<file path="config.mk">
export PLATFORM = sky130hd
export DESIGN_NAME = lin_dynid_mapper
export DESIGN_NICKNAME = d
export VERILOG_FILES = /design/src/rtl/lin_dynid_pkg.sv /design/src/rtl/lin_dynid_datapath.sv /design/src/rtl/lin_dynid_ctrl.sv /design/src/rtl/lin_dynid_mapper.sv
export SDC_FILE = /design/constraint.sdc
export NUM_CORES = 1
export LEC_CHECK = 0
export BUFFER_PORTS_ARGS = -buffer_cell sky130_fd_sc_hd__buf_2
export CAP_MARGIN = 10
export CORE_MARGIN = 4
export CORE_UTILIZATION = 34
export DETAILED_ROUTE_END_ITERATION = 7
export GPL_TIMING_DRIVEN = 0
export PLACE_DENSITY = 0.56
export SYNTH_ARGS = -nofsm -noshare
export SYNTH_HDL_FRONTEND = slang
export SYNTH_SLANG_ARGS = --single-unit
</file>
<file path="constraint.sdc">
create_clock -name clk -period 1.5 [get_ports clk]
set_input_delay 0.15 -clock clk [delete_from_list [all_inputs] [get_ports clk]]
set_output_delay 0.15 -clock clk [all_outputs]
set_load 0.005 [all_outputs]
</file>
<file path="src/rtl/lin_dynid_pkg.sv">
package lin_dynid_pkg;
  localparam int IdW           = 6;
  localparam int PtrW          = 4;
  localparam int AddrW         = 7;
  localparam int NumBytes      = 8;
  localparam int PairsPerFrame = 4;

  localparam logic [IdW-1:0] AssignId      = 6'h3C;
  localparam logic [IdW-1:0] IndirectId    = 6'h3D;
  localparam logic [7:0]     AppCmdByte    = 8'h80;
  localparam logic [7:0]     AssignCmdByte = 8'h91;

  typedef struct packed {
    logic tblWrite;
    logic lookupEn;
  } ctrlStb_t;

  typedef struct packed {
    logic [IdW-1:0]  id;
    logic [PtrW-1:0] ptr;
  } idPair_t;
endpackage

</file>
<file path="src/rtl/lin_dynid_datapath.sv">
module lin_dynid_datapath
  import lin_dynid_pkg::*;
#(
  parameter int NumPtr = 9
) (
  input  logic                 clk,
  input  logic                 rst_n,
  input  ctrlStb_t             stb,
  input  logic [IdW-1:0]       frameId,
  input  logic [39:0]          pairBytes,
  input  logic [3:0]           pa,
  input  logic [2:0]           hw,
  input  logic                 addrMode,
  output logic [AddrW-1:0]     nodeAddr,
  output logic                 matchHit,
  output logic [PtrW-1:0]      matchPtr
);
  logic [7:0] b4, b5, b6, b7, b8;
  idPair_t    pairs [PairsPerFrame];
  logic [NumPtr-1:0] tblValid;
  logic [IdW-1:0]    tblId [NumPtr];

  assign b4 = pairBytes[7:0];
  assign b5 = pairBytes[15:8];
  assign b6 = pairBytes[23:16];
  assign b7 = pairBytes[31:24];
  assign b8 = pairBytes[39:32];

  // Unpack the four pairs; fields cross byte boundaries.
  always_comb begin
    pairs[0].ptr = b4[3:0];
    pairs[0].id  = {b5[1:0], b4[7:4]};
    pairs[1].ptr = b5[5:2];
    pairs[1].id  = {b6[3:0], b5[7:6]};
    pairs[2].ptr = b6[7:4];
    pairs[2].id  = b7[5:0];
    pairs[3].ptr = {b8[1:0], b7[7:6]};
    pairs[3].id  = b8[7:2];
  end

  // Physical address arrangement.
  always_comb begin
    if (addrMode) nodeAddr = {hw[2], pa, hw[1:0]};
    else          nodeAddr = {pa, hw};
  end

  // Table entries, one per pointer; a later pair overrides an earlier one.
  for (genvar e = 0; e < NumPtr; e++) begin : gEntry
    always_ff @(posedge clk or negedge rst_n) begin
      if (!rst_n) begin
        tblValid[e] <= 1'b0;
        tblId[e]    <= '0;
      end else if (stb.tblWrite) begin
        for (int k = 0; k < PairsPerFrame; k++) begin
          if (pairs[k].ptr == PtrW'(e)) begin
            tblValid[e] <= 1'b1;
            tblId[e]    <= pairs[k].id;
          end
        end
      end
    end
  end

  // Priority search: scanning downward leaves the lowest pointer.
  always_comb begin
    matchHit = 1'b0;
    matchPtr = '0;
    for (int e = NumPtr - 1; e >= 0; e--) begin
      if (stb.lookupEn && tblValid[e] && (tblId[e] == frameId)) begin
        matchHit = 1'b1;
        matchPtr = PtrW'(e);
      end
    end
  end
endmodule

</file>
<file path="src/rtl/lin_dynid_ctrl.sv">
module lin_dynid_ctrl
  import lin_dynid_pkg::*;
#(
  parameter int PrepPtr = 8
) (
  input  logic              clk,
  input  logic              rst_n,
  input  logic              frameValid,
  input  logic [IdW-1:0]    frameId,
  input  logic [23:0]       hdrBytes,
  input  logic [AddrW-1:0]  nodeAddr,
  input  logic              matchHit,
  input  logic [PtrW-1:0]   matchPtr,
  output ctrlStb_t          stb,
  output logic              lookupStb,
  output logic              lookupHit,
  output logic [PtrW-1:0]   lookupPtr,
  output logic              readOk
);
  logic [7:0] byte1, byte2, byte3;
  logic reservedId, isAssign, addrOk, isPrep, pendingPrep;

  assign byte1 = hdrBytes[7:0];
  assign byte2 = hdrBytes[15:8];
  assign byte3 = hdrBytes[23:16];

  always_comb begin
    reservedId   = (frameId[5:2] == 4'hF);
    isAssign     = frameValid && (frameId == AssignId) &&
                   (byte1 == AppCmdByte) && (byte2 == AssignCmdByte);
    addrOk       = !byte3[7] || (byte3[6:0] == nodeAddr);
    stb.tblWrite = isAssign && addrOk;
    stb.lookupEn = frameValid && !reservedId;
    isPrep       = matchHit && (matchPtr == PtrW'(PrepPtr)) &&
                   byte2[7] && (byte2[6:0] == nodeAddr);
  end

  always_ff @(posedge clk or negedge rst_n) begin
    if (!rst_n) begin
      pendingPrep <= 1'b0;
      lookupStb   <= 1'b0;
      lookupHit   <= 1'b0;
      lookupPtr   <= '0;
      readOk      <= 1'b0;
    end else begin
      lookupStb <= frameValid;
      readOk    <= frameValid && (frameId == IndirectId) && pendingPrep;
      if (frameValid) begin
        pendingPrep <= isPrep;
        lookupHit   <= matchHit;
        lookupPtr   <= matchPtr;
      end else begin
        lookupHit   <= 1'b0;
        lookupPtr   <= '0;
      end
    end
  end
endmodule

</file>
<file path="src/rtl/lin_dynid_mapper.sv">
module lin_dynid_mapper
  import lin_dynid_pkg::*;
#(
  parameter int NumPtr  = 9,
  parameter int PrepPtr = 8
) (
  input  logic                    clk,
  input  logic                    rst_n,
  input  logic                    frameValid,
  input  logic [IdW-1:0]          frameId,
  input  logic [NumBytes*8-1:0]   frameData,
  input  logic [3:0]              pa,
  input  logic [2:0]              hw,
  input  logic                    addrMode,
  output logic [AddrW-1:0]        nodeAddr,
  output logic                    lookupStb,
  output logic                    lookupHit,
  output logic [PtrW-1:0]         lookupPtr,
  output logic                    readOk
);
  ctrlStb_t        stb;
  logic            matchHit;
  logic [PtrW-1:0] matchPtr;

  lin_dynid_datapath #(.NumPtr(NumPtr)) uDp (
    .clk(clk), .rst_n(rst_n), .stb(stb), .frameId(frameId),
    .pairBytes(frameData[63:24]), .pa(pa), .hw(hw), .addrMode(addrMode),
    .nodeAddr(nodeAddr), .matchHit(matchHit), .matchPtr(matchPtr)
  );

  lin_dynid_ctrl #(.PrepPtr(PrepPtr)) uCtrl (
    .clk(clk), .rst_n(rst_n), .frameValid(frameValid), .frameId(frameId),
    .hdrBytes(frameData[23:0]), .nodeAddr(nodeAddr), .matchHit(matchHit),
    .matchPtr(matchPtr), .stb(stb), .lookupStb(lookupStb),
    .lookupHit(lookupHit), .lookupPtr(lookupPtr), .readOk(readOk)
  );
endmodule

</file>
==> flow_metrics.env <==
export IMPL_outcome="finished with violations"
export IMPL_violations="negative setup slack"
export IMPL_worstPathMaxFanout=3
export IMPL_antenna_found_initial=0
export IMPL_cts_buffers=9
export IMPL_cts_tree="built"
export IMPL_fin_ws_ns=-0.381
export IMPL_seq_area_um2=1780
export IMPL_fin_util_pct=44.2
export IMPL_ys_types=47
export IMPL_placed_cells=965
export IMPL_rsz0062_at_grt="yes"
export IMPL_finalMaxSlewViolations=0
export IMPL_grt_pass1_vias=5198
export IMPL_numClockSinks=71
export IMPL_synth_most_common_cell="mux2i_1"
export IMPL_die_area_um2=19500
export IMPL_yosys_warnings=0
export IMPL_diodes=0
export IMPL_synth_ff_type="dfrtp_1"
export IMPL_power_density_nw_per_um2=699
export IMPL_syn2layout_area_growth_pct=25.8
export IMPL_relSlewSlack_pct=46.8
export IMPL_fp_row_count=47
export IMPL_setup_viol=67
export IMPL_htree_levels=3
export IMPL_grt_overflow=0
export IMPL_fin_skew_ns=0.00569
export IMPL_instances_no_fill=1002
export IMPL_synth_edff_count=0
export IMPL_hold_viol_final=0
export IMPL_synth_top_area_share_pct=30.1
export IMPL_syn_inst=686
export IMPL_endpoint_kind="flip-flop"
export IMPL_track_usage_pct=20.4
export IMPL_ys_ff_latch=71
export IMPL_tightest_slew_ns=0.798
export IMPL_irDropWorstVdd_v=0.000380
export IMPL_nFillCells=1713
export IMPL_grt_pass1_wl_um=30300
export IMPL_drtAntennaViolNets=0
export IMPL_fin_crit_sh_pct=125
export IMPL_num_vias=5321
export IMPL_drive_gt1_share_pct=23.4
export IMPL_dp_hpwl_um=14300
export IMPL_via_per_inst=5.31
export IMPL_yosys_area_top_type="dfrtp_1"
export IMPL_cp_start_kind="flip-flop"
export IMPL_die_x_um=140
export IMPL_core_um2=16800
export IMPL_yosys_top_cells_area="dfrtp_1 (30%), mux2i_1 (17%), xnor2_1 (9.2%)"
export IMPL_hold_class="in -> reg"
export IMPL_insertion_delay_ns=0.35
export IMPL_netlist_area_um2=5900
export IMPL_drc=0
export IMPL_clockBufferDepth=2
export IMPL_cp_arrival_ns=2.14
export IMPL_required_ns=1.76
export IMPL_seq_area_frac_synth_pct=30.1
export IMPL_fin_nets=858
export IMPL_place_gp_congestion=0.918
export IMPL_synthTopCellsByCount="mux2i_1 (99), dfrtp_1 (71), xnor2_1 (62), nor2_1 (60), inv_1 (52)"
export IMPL_multi_input_area_um2=3920
export IMPL_power_leakage_nw=3.18
export IMPL_stdcell_area_um2=7430
export IMPL_chipHeight_um=140
export IMPL_drt_iter0_drc=359
export IMPL_min_period_ns=1.88
export IMPL_placed_area_um2=6670
export IMPL_max_cap_violations=0
export IMPL_syn_area_per_cell_um2=8.60
export IMPL_crit_type="reg -> reg"
export IMPL_ys_async_sr_fraction_pct=100
export IMPL_post_drt_wl_per_cell_um=20.0
export IMPL_drt_first_pass_iters=5
export IMPL_ff2ff_setup_slack_ns=-0.38
export IMPL_start_util_pct=35.1
export IMPL_hold_slack_ns=0.114
export IMPL_fmax_mhz=532
export IMPL_syn_nets=767
export IMPL_io_pins=95
export IMPL_cts_root_buf="clkbuf_16"
export IMPL_grt_start_max_net_pins=45
export IMPL_portBuffers=58
export IMPL_drt_total_wl_um=20100
export IMPL_clk_pin_slew_ns=0.06
export IMPL_power_total_mw=5.19
kinds of logic (layout without fill, tap and decap cells):
logic type             after synthesis  after routing  share of synthesized area, %
AO/OA/AOI/OAI                      122            122                          12.7
XOR/XNOR                            68             68                          10.1
buffers and inverters              114            210                          8.20
flip-flops                          71             71                          30.1
AND/OR/NAND/NOR                    197            197                          19.0
multiplexers                       114            114                          19.8
worst paths after layout:
path / from / end / depth (start not counted)
max: uDp.tblId[36] / uCtrl.lookupPtr[3] / 6
min: frameValid / uCtrl.readOk / 3
max reg2reg: uDp.tblId[36] / uCtrl.lookupPtr[3] / 6
min reg2reg: uDp.tblValid[6] / uDp.tblValid[6] / 1
max in group asynchronous: rst_n / uDp.tblValid[3] / 3
min in group asynchronous: rst_n / uDp.tblId[8] / 2
registers in the layout, indices dropped and copies added (netlist names):
register / count
uCtrl.lookupHit: 1
uCtrl.lookupPtr: 4
uCtrl.lookupStb: 1
uCtrl.pendingPrep: 1
uCtrl.readOk: 1
uDp.tblId: 54
uDp.tblValid: 9
through the flow:
step           worst slack (ns)  TNS, ns
6_report                 -0.381   -12.43
2_1_floorplan            -0.581   -29.79
3_5_place_dp              -1.01   -57.50
5_1_grt                  -0.393   -16.94
4_1_cts                  -0.332   -13.61
3_3_place_gp              -1.00   -70.60
per-layer routing:
layer  wire length, µm  up-vias  GRT usage [%]
li1                  -     2575              -
met1              9060     2500           27.9
met2              8910      209           31.1
met3              1580       37           5.49
met4               530        0           7.24
met5                 0        -              0
layout by cell type, fill, tap and decap left out, types with 5 or more instances in the layout:
| cell | netlist | final |
|---|---|---|
| a211oi_1 | 42 | 42 |
| inv_1 | 52 | 52 |
| a21oi_1 | 51 | 51 |
| buf_6 | 4 | 10 |
| nor3_4 | 8 | 14 |
| o21ai_0 | 20 | 19 |
| buf_4 | 6 | 9 |
| clkbuf_1 | 43 | 38 |
| xnor2_1 | 62 | 61 |
| nand4_1 | 10 | 10 |
| clkbuf_2 | 1 | 5 |
| mux2i_1 | 99 | 94 |
| xor2_1 | 6 | 6 |
| nand2b_1 | 9 | 8 |
| buf_2 | 2 | 58 |
| dfrtp_1 | 71 | 71 |
| nor3_1 | 18 | 12 |
| mux2_4 | 0 | 12 |
| buf_12 | 0 | 12 |
| or2_2 | 10 | 10 |
| nor4b_1 | 8 | 6 |
| nor4_2 | 1 | 6 |
| nand2_1 | 29 | 29 |
| clkbuf_16 | 0 | 9 |
| buf_1 | 6 | 6 |
| nand3_1 | 14 | 13 |
| nor2_1 | 60 | 58 |
power by group:
part           total, mW  internal, mW  switching, mW
Combinational       1.10         0.429          0.676
Sequential          1.92          1.92       0.000215
Clock               2.17          1.32          0.845
Total               5.19          3.67           1.52
worst max-delay path: stages, from the launching register on:
cell	delay, ns
dfrtp_1	0.40
xnor2_2	0.14
nand4_1	0.19
or3_4	0.18
or4b_4	0.48
nor3_4	0.17
nor4b_4	0.22
cell type report:
| class | instances | share of cell area, % |
|---|---|---|
| flip-flops and latches | 71 | 23.9 |
| repair buffers | 81 | 8.14 |
| clock buffers | 10 | 3.22 |
| inverters | 52 | 2.63 |
| plain buffers | 61 | 4.84 |
| clock inverters | 6 | 0.809 |
| multi-input cells | 501 | 52.7 |
| well taps | 220 | 3.71 |
timing repair:
action,CTS,global route
pin swaps,19,10
endpoints found under the setup margin,69,69
buffers inserted,17,3
resized for setup,27,20
hold endpoints to repair,28,0
hold buffers,2,0
(Power assumes the default switching activity.)
